[src/rtl/hb_fault_ctrl.sv]
module hb_fault_ctrl #(
  parameter int SSD_CYC     = 8,
  parameter int STARTUP_CYC = 4
) (
  input  logic       clk,
  input  logic       rst_n,
  input  logic       hi_in,
  input  logic       lo_in,
  input  logic       desat_hi,
  input  logic       desat_lo,
  input  logic       uv_logic,
  input  logic       uv_float,
  input  logic       flt_clr,
  input  logic       flt_line_in,
  output logic       flt_pull,
  input  logic       sync_line_in,
  output logic       sync_pull,
  output logic       gate_hi,
  output logic       gate_lo,
  output logic [3:0] state_o
);
  localparam int MAXC = (SSD_CYC > STARTUP_CYC) ? SSD_CYC : STARTUP_CYC;
  localparam int CW   = $clog2(MAXC + 1);

  typedef enum logic [3:0] {
    S_OFF = 4'd0, S_ON = 4'd1, S_FAULT = 4'd2, S_UVL = 4'd3, S_UVF = 4'd4,
    S_SHUT = 4'd5, S_FRZ = 4'd6, S_SSD = 4'd7, S_START = 4'd8
  } st_t;

  st_t           st, st_n;
  logic [CW-1:0] ssd_cnt, stu_cnt;
  logic          fault_lat, hi_blk, hi_q;
  logic          gh_n, gl_n;

  wire desat   = desat_hi | desat_lo;
  wire ext_sd  = ~flt_line_in & ~fault_lat;
  wire ext_frz = ~sync_line_in & (ssd_cnt == '0);
  wire run     = ~uv_logic & ~ext_sd & ~ext_frz;
  wire hi_rise = hi_in & ~hi_q;
  wire hi_ok   = ~hi_blk | hi_rise;

  assign flt_pull  = fault_lat;
  assign sync_pull = (ssd_cnt != '0);
  assign state_o   = st;

  always_comb begin
    gh_n = 1'b0;
    gl_n = 1'b0;
    st_n = S_OFF;
    if (uv_logic)                                  st_n = S_UVL;
    else if (ext_sd)                               st_n = S_SHUT;
    else if (ext_frz) begin
      st_n = S_FRZ;
      gh_n = gate_hi;
      gl_n = gate_lo;
    end
    else if (stu_cnt != '0)                        st_n = S_START;
    else if (ssd_cnt != '0 || (desat && !fault_lat)) st_n = S_SSD;
    else if (fault_lat)                            st_n = S_FAULT;
    else if (uv_float) begin
      st_n = S_UVF;
      gl_n = lo_in;
    end
    else begin
      gh_n = hi_in & hi_ok;
      gl_n = lo_in;
      st_n = (gh_n | gl_n) ? S_ON : S_OFF;
    end
  end

  always_ff @(posedge clk or negedge rst_n) begin
    if (!rst_n) begin
      st        <= S_START;
      gate_hi   <= 1'b0;
      gate_lo   <= 1'b0;
      ssd_cnt   <= '0;
      stu_cnt   <= CW'(STARTUP_CYC);
      fault_lat <= 1'b0;
      hi_blk    <= 1'b0;
      hi_q      <= 1'b0;
    end else begin
      st      <= st_n;
      gate_hi <= gh_n;
      gate_lo <= gl_n;
      hi_q    <= hi_in;

      if (uv_float)     hi_blk <= 1'b1;
      else if (hi_rise) hi_blk <= 1'b0;

      if (uv_logic)                    stu_cnt <= CW'(STARTUP_CYC);
      else if (run && stu_cnt != '0)   stu_cnt <= stu_cnt - 1'b1;

      if (run) begin
        if (ssd_cnt != '0)                              ssd_cnt <= ssd_cnt - 1'b1;
        else if (stu_cnt == '0 && desat && !fault_lat)  ssd_cnt <= CW'(SSD_CYC);
      end

      if (run && ssd_cnt == CW'(1))
        fault_lat <= 1'b1;
      else if (fault_lat && flt_clr && !desat && !uv_logic && !uv_float)
        fault_lat <= 1'b0;
    end
  end
endmodule


[config.mk]
export PLATFORM = sky130hd
export DESIGN_NAME = hb_fault_ctrl
export DESIGN_NICKNAME = d
export VERILOG_FILES = /design/src/rtl/hb_fault_ctrl.sv
export SDC_FILE = /design/constraint.sdc
export NUM_CORES = 1
export LEC_CHECK = 0
export CORE_MARGIN = 2
export CORE_UTILIZATION = 43
export DETAILED_ROUTE_END_ITERATION = 10
export HOLD_SLACK_MARGIN = 0.15
export PLACE_DENSITY = 0.84
export SYNTH_ARGS = -nofsm -noshare
export SYNTH_HDL_FRONTEND = slang
export SYNTH_SLANG_ARGS = --single-unit
[constraint.sdc]
create_clock -name clk -period 1.9 [get_ports clk]
set_input_delay 0.19 -clock clk [delete_from_list [all_inputs] [get_ports clk]]
set_output_delay 0.19 -clock clk [all_outputs]
set_load 0.01 [all_outputs]
Word level (Yosys, flattened, before mapping) --
Index checks and enable logic that the tools add are counted.
Word-level totals: register bits after elaboration 17, latch bits 0, RAM bits 0, bits in read-only memories 0, output and inout bits 8, memories 0
Cells by class: add/sub/neg operators 2, multiply operators 0, divide/modulo/power cells 0, $lt $le $gt $ge 0, equality and inequality tests 2, shifts and indexed selects 0, mux-type cells 29, bitwise logic cells 17, reduce and logical (&&, ||, !) cells 23
Operators by type and width (number):
- 2-to-1 mux 4 bit | 8
- 2-to-1 mux 1 bit | 18
- logical AND 1 bit | 9
- 2-to-1 mux 3 bit | 3
- logical NOT 4 bit | 2
- inverter 1 bit | 8
- nonzero test 2 bit | 4
- nonzero test 4 bit | 2
- subtractor 4 x 1 -> 4 bit, second input constant | 2
- AND 1 bit | 6
- == test 4 x 1 -> 1 bit, second input constant | 1
- logical NOT 1 bit | 4
- inequality test 3 bit, second input constant | 1
- OR 1 bit | 3
- AND reduction 2 bit | 1
- logical OR 1 bit | 1

Depth between registers and ports, before layout --
word-level depth 13, mapped depth 7, depth with buffers taken out 6

Worst setup path before layout --
Ideal clock, no wire load.
kind flip-flop to flip-flop, start point reg stu_cnt[0], end point reg gate_hi, arrival 1.995 ns, data required time 1.833 ns, setup slack -0.162 ns, stages on the path, launching flop included 8, clock period less this slack 2.062 ns, cell sequence dfrtp_1 -> inv_1 -> ha_1 -> or3b_2 -> clkbuf_1 -> or4_4 -> nor3_2 -> a32o_1
Between the ends: longest elaborated chain between the ends 5
RTL lines:
- start: declaration | RTL line 31 | logic [CW-1:0] ssd_cnt, stu_cnt;
- start signal: assignment | RTL line 77 | stu_cnt <= CW'(STARTUP_CYC);
- start signal: assignment | RTL line 90 | if (uv_logic) stu_cnt <= CW'(STARTUP_CYC);
- start signal: assignment | RTL line 91 | else if (run && stu_cnt != '0) stu_cnt <= stu_cnt - 1'b1;
- nonzero test 4 bit | RTL line 57 | else if (stu_cnt != '0) st_n = S_START;
- 2-to-1 mux 1 bit | RTL line 57
- 2-to-1 mux 1 bit | RTL line 52 | else if (ext_frz) begin
- 2-to-1 mux 1 bit | RTL line 51 | else if (ext_sd) st_n = S_SHUT;
- 2-to-1 mux 1 bit | RTL line 50 | if (uv_logic) st_n = S_UVL;
- end signal: assignment | RTL line 83 | gate_hi <= gh_n;
- end: declaration | RTL line 18 | output logic gate_hi,
No other way between the ends. The select of a mux whose other input is x is not followed. A chain may end at the register's enable or synchronous reset.

Worst setup path in the final report --
start point reg ssd_cnt[1], end point reg gate_hi
Between the ends: longest elaborated chain between the ends 7, elaborated cells between the ends (all ways) 10
RTL lines:
- start: declaration | RTL line 31
- start signal: assignment | RTL line 94 | if (ssd_cnt != '0) ssd_cnt <= ssd_cnt - 1'b1;
- start signal: assignment | RTL line 95 | else if (stu_cnt == '0 && desat && !fault_lat) ssd_cnt <= CW'(SSD_CYC);
- nonzero test 4 bit | RTL line 58 | else if (ssd_cnt != '0 || (desat && !fault_lat)) st_n = S_SSD;
- logical OR 1 bit | RTL line 58
- 2-to-1 mux 1 bit | RTL line 58
- 2-to-1 mux 1 bit | RTL line 57
- 2-to-1 mux 1 bit | RTL line 52
- 2-to-1 mux 1 bit | RTL line 51
- 2-to-1 mux 1 bit | RTL line 50
Several ways; a longest one is shown, not always the timed one. The select of a mux whose other input is x is not followed.

==> impl_results.html <==
<table>
<tr><th>Metric</th><th>Value</th></tr>
<tr><th colspan="2">Status</th></tr>
<tr><td>Status</td><td>finished, final reports clean</td></tr>
<tr><th colspan="2">Cells and area</th></tr>
<tr><td>Post-route cell area</td><td>1150 um2</td></tr>
<tr><td># diodes</td><td>0</td></tr>
<tr><td>Flip-flop and latch area</td><td>428 um2</td></tr>
<tr><td>Area occupied by multi-input gates</td><td>369 um2</td></tr>
<tr><td>Share of layout cells above drive strength 1</td><td>21.6%</td></tr>
<tr><td>NumNets Final</td><td>124</td></tr>
<tr><td>Number of fill cells</td><td>140</td></tr>
<tr><td>Signed area change from the synthesized netlist to the final layout</td><td>40.9%</td></tr>
<tr><td>Non-filler cells in the finished layout</td><td>136</td></tr>
<tr><th colspan="2">Pwr</th></tr>
<tr><td>Final Power</td><td>1.38 mW</td></tr>
<tr><td>Power share of the sequential group</td><td>37.7%</td></tr>
<tr><td>Combinational power share</td><td>48.3%</td></tr>
<tr><td>Leakage component of the power</td><td>0.510 nW</td></tr>
<tr><td>Power dissipated by switching net loads</td><td>480 uW</td></tr>
<tr><td>Switch share</td><td>34.9%</td></tr>
<tr><td>Internal portion of total power</td><td>897 uW</td></tr>
<tr><td>Power per standard cell area</td><td>1200 nW/um2</td></tr>
<tr><td>Share of power burned in the clock network</td><td>14.0%</td></tr>
<tr><td>Maximum ir drop on the vdd rail</td><td>0.581 mV</td></tr>
<tr><th colspan="2">STA</th></tr>
<tr><td>Crit share post-route</td><td>98.4%</td></tr>
<tr><td>Worst hold margin</td><td>0.214 ns</td></tr>
<tr><td>Clock tree skew after final layout</td><td>0.00454 ns</td></tr>
<tr><td>Max-slew headroom at the worst pin</td><td>75.4%</td></tr>
<tr><td>Final count of negative-setup-slack endpoints</td><td>0</td></tr>
<tr><td>Final-report hold violation count</td><td>0</td></tr>
<tr><td>RSZ-0062 raised after global routing</td><td>true</td></tr>
<tr><td>Number of max-slew violations in the final report</td><td>0</td></tr>
<tr><td>Worst-margin pin slew</td><td>0.366 ns</td></tr>
<tr><td>Maximum frequency from static timing analysis</td><td>535 MHz</td></tr>
<tr><td>Final critical-path required period</td><td>1.87 ns</td></tr>
<tr><th colspan="2">Synthesis</th></tr>
<tr><td>Per-instance average area after synthesis</td><td>10.3 um2</td></tr>
<tr><td>Synth area leaders</td><td>sky130_fd_sc_hd__dfrtp_1, sky130_fd_sc_hd__dfstp_2, sky130_fd_sc_hd__nor3_1</td></tr>
<tr><td>Async set or reset register ratio after synthesis</td><td>100%</td></tr>
<tr><td>Cell type with the highest aggregate area in the netlist</td><td>sky130_fd_sc_hd__dfrtp_1</td></tr>
<tr><td>Commonest cells in the netlist</td><td>sky130_fd_sc_hd__dfrtp_1, sky130_fd_sc_hd__nor2_1, sky130_fd_sc_hd__inv_1, sky130_fd_sc_hd__nor3_1, sky130_fd_sc_hd__o21ai_0</td></tr>
<tr><td>Share of Yosys cell area claimed by the top area cell type</td><td>46.2%</td></tr>
<tr><td>Post-Synthesis Net Count</td><td>91</td></tr>
<tr><td>Flip-flop and latch count after synthesis</td><td>17</td></tr>
<tr><td>Most frequent cell after synthesis</td><td>sky130_fd_sc_hd__dfrtp_1</td></tr>
<tr><td>Gate count of the mapped netlist</td><td>79</td></tr>
<tr><td>Dominant register cell in the synthesized netlist</td><td>sky130_fd_sc_hd__dfrtp_1</td></tr>
<tr><td>Sequential fraction of the synthesis area</td><td>52.6%</td></tr>
<tr><td>Count of unique library cells instantiated by Yosys</td><td>33</td></tr>
<tr><td>Count of warnings emitted by yosys</td><td>0</td></tr>
<tr><td>Post-synth EDFFs</td><td>0</td></tr>
<tr><td>Synth Cell Area</td><td>813 um2</td></tr>
<tr><th colspan="2">Floorplan</th></tr>
<tr><td>Horizontal extent of the die</td><td>47.5 um</td></tr>
<tr><td>Effective utilization at floorplan</td><td>46.6%</td></tr>
<tr><td>Number of cell rows</td><td>15</td></tr>
<tr><td>Area enclosed by the die boundary</td><td>2260 um2</td></tr>
<tr><td>Core Box Area</td><td>1750 um2</td></tr>
<tr><td>I/O pin total</td><td>19</td></tr>
<tr><td>Height of the chip</td><td>47.5 um</td></tr>
<tr><th colspan="2">Global routing</th></tr>
<tr><td>Antenna violations before repair</td><td>0</td></tr>
<tr><td>Overflow left after global routing</td><td>0</td></tr>
<tr><td>Pin count of the biggest net entering global routing</td><td>18</td></tr>
<tr><td>GRT Util Overall</td><td>18.8%</td></tr>
<tr><td>Global-route wire length before repair</td><td>2920 um</td></tr>
<tr><td>Via count of the first global-routing pass</td><td>709</td></tr>
<tr><th colspan="2">Worst setup path</th></tr>
<tr><td>CP max FO</td><td>2</td></tr>
<tr><td>Worst Setup End Kind</td><td>flip-flop</td></tr>
<tr><td>Startpoint kind of the worst setup timing path</td><td>flip-flop</td></tr>
<tr><td>Critical path arrival</td><td>2.10 ns</td></tr>
<tr><td>Required time at the endpoint of the critical path</td><td>2.13 ns</td></tr>
<tr><td>Critical path class</td><td>reg2reg</td></tr>
<tr><th colspan="2">Routing</th></tr>
<tr><td>Drt initial violations</td><td>9</td></tr>
<tr><td>Via count</td><td>722</td></tr>
<tr><td>Wire per inst</td><td>13.7 um</td></tr>
<tr><td>Via density per instance</td><td>5.31</td></tr>
<tr><td>Antenna Violating Nets Remaining</td><td>0</td></tr>
<tr><td>Aggregate routed wire length</td><td>1860 um</td></tr>
<tr><td>Drc violations</td><td>0</td></tr>
<tr><td>Number of iterations in the first detailed-routing pass</td><td>4</td></tr>
<tr><th colspan="2">Worst hold path</th></tr>
<tr><td>Type of the most critical hold path</td><td>in2async</td></tr>
<tr><th colspan="2">Place</th></tr>
<tr><td>Placed cell count</td><td>131</td></tr>
<tr><td>Final GP Congestion</td><td>0.836</td></tr>
<tr><td>Cell area reported after detailed placement</td><td>1100 um2</td></tr>
<tr><td>Number of port buffers</td><td>18</td></tr>
<tr><td>Total half-perimeter wirelength after legalization and detailed placement</td><td>1440 um</td></tr>
<tr><th colspan="2">Run</th></tr>
<tr><td>Max-cap viol count</td><td>0</td></tr>
<tr><th colspan="2">Clocking</th></tr>
<tr><td>Clock input transition at the sequential cells of the worst setup and hold paths</td><td>0.10 ns</td></tr>
<tr><td>Number of buffers between clock root and the deepest sink</td><td>2</td></tr>
<tr><td>Clock latency of the later-clocked register in the worst-skew pair</td><td>0.29 ns</td></tr>
<tr><td>Clock tree from TritonCTS</td><td>done</td></tr>
<tr><td>Clk sink count</td><td>17</td></tr>
<tr><td>Number of clock buffers inserted by TritonCTS</td><td>3</td></tr>
<tr><td>Maximum level of the CTS H-tree</td><td>1</td></tr>
<tr><td>Master cell of the clock root buffer</td><td>sky130_fd_sc_hd__clkbuf_4</td></tr>
</table>
-- flip-flops by register name, indices dropped and copies added, names as in the netlist --
register and cells:
gate_lo 1, state_o 4, hi_q 1, gate_hi 1, hi_blk 1, flt_pull 1
ssd_cnt 4, stu_cnt 4
-- worst max-delay path, stage by stage, from the launching register on --
cell and delay, ns:
sky130_fd_sc_hd__dfrtp_1 0.39, sky130_fd_sc_hd__or4_4 0.54, sky130_fd_sc_hd__or4_4 0.57, sky130_fd_sc_hd__nor3_4 0.14, sky130_fd_sc_hd__a32o_1 0.18
-- cell families after synthesis --
logic type / share of synthesized area (%)
flops: 52.6
simple gates: 19.5
compound gates: 20.2
mux: 1.23
buf+inv: 3.84
fa+ha+maj: 1.54
xor+xnor: 1.08
-- worst paths after layout --
kind / slack, ns / end / cells after the start / from
max in group asynchronous: 1.44 / state_o[3] / 2 / rst_n
max: 0.03 / gate_hi / 4 / ssd_cnt[1]
min reg2reg: 0.53 / gate_hi / 1 / gate_hi
min: 0.21 / state_o[0] / 2 / rst_n
min in group clk: 0.43 / hi_q / 1 / hi_in
max reg2reg: 0.03 / gate_hi / 4 / ssd_cnt[1]
-- stage by stage --
step	worst slack (ns)	util (%)	TNS, ns
floorplan	-0.120	-	-0.209
global placement	0.0227	63.2	0
detailed placement	-0.0399	63.2	-0.0495
CTS	-0.0361	65.7	-0.0429
global route	-0.0254	65.7	-0.0331
finish	0.0312	65.7	0
-- power groups by stage --
stage          registers (mW)  logic [mW]  clock network [mW]
3_3_place_gp            0.522       0.617                   0
2_1_floorplan           0.551       0.355                   0
3_5_place_dp            0.528       0.646                   0
6_report                0.520       0.665               0.192
5_1_grt                 0.530       0.726               0.220
4_1_cts                 0.519       0.668               0.196
-- placed cells by master, fill, tap and decap left out --
cell type | Yosys | routed
sky130_fd_sc_hd__xor2_1 | 1 | 1
sky130_fd_sc_hd__a32o_1 | 2 | 2
sky130_fd_sc_hd__nor4_1 | 1 | 1
sky130_fd_sc_hd__nand2b_1 | 2 | 2
sky130_fd_sc_hd__nor3_1 | 6 | 6
sky130_fd_sc_hd__dfstp_2 | 2 | 2
sky130_fd_sc_hd__clkdlybuf4s50_1 | 0 | 17
sky130_fd_sc_hd__inv_1 | 6 | 6
sky130_fd_sc_hd__buf_4 | 0 | 12
sky130_fd_sc_hd__or4_4 | 1 | 2
sky130_fd_sc_hd__a211oi_1 | 1 | 1
sky130_fd_sc_hd__a21bo_2 | 1 | 1
sky130_fd_sc_hd__a211o_1 | 1 | 1
sky130_fd_sc_hd__dlygate4sd2_1 | 0 | 1
sky130_fd_sc_hd__o21bai_1 | 2 | 2
sky130_fd_sc_hd__o21ai_0 | 6 | 6
sky130_fd_sc_hd__o21ba_2 | 1 | 1
sky130_fd_sc_hd__o22ai_1 | 1 | 1
sky130_fd_sc_hd__or3_1 | 1 | 1
sky130_fd_sc_hd__mux2i_1 | 1 | 1
sky130_fd_sc_hd__o211ai_1 | 1 | 1
sky130_fd_sc_hd__nand3b_1 | 3 | 3
sky130_fd_sc_hd__nor2_1 | 8 | 8
sky130_fd_sc_hd__o2111ai_1 | 2 | 2
sky130_fd_sc_hd__a22o_1 | 1 | 1
sky130_fd_sc_hd__a21o_1 | 1 | 1
sky130_fd_sc_hd__ha_2 | 0 | 1
sky130_fd_sc_hd__nor2b_1 | 1 | 1
sky130_fd_sc_hd__clkbuf_1 | 1 | 1
sky130_fd_sc_hd__clkbuf_4 | 0 | 3
sky130_fd_sc_hd__a21oi_1 | 3 | 3
sky130_fd_sc_hd__nor3_4 | 0 | 1
sky130_fd_sc_hd__dfrtp_1 | 15 | 15
sky130_fd_sc_hd__or3b_4 | 0 | 1
sky130_fd_sc_hd__nand2_1 | 2 | 2
-- what timing repair did --
action                                  4_1_cts  5_1_grt
setup buffers                                 1        0
pin swaps                                     0        2
gates resized for setup                       3        0
hold endpoints to repair                      0        0
endpoints found under the setup margin        3        3
hold buffers                                  0        0
-- metal layers --
layer	GRT usage (%)	up-vias	share of wire (%)
met3	3.40	6	4.4
met2	29.2	19	46
met4	8.33	0	1.8
li1	-	354	-
met5	0	-	0
met1	25.6	343	47
-- area by class of cell --
| cell class | count | share of cell area (%) |
|---|---|---|
| sequential | 17 | 37.3 |
| multi-input combinational | 54 | 32.2 |
| timing repair buffer | 30 | 23.5 |
| tap | 25 | 2.73 |
| clock buffer | 4 | 2.29 |
| inverter | 6 | 1.97 |
Note: power is estimated with default switching activity, not from simulation.
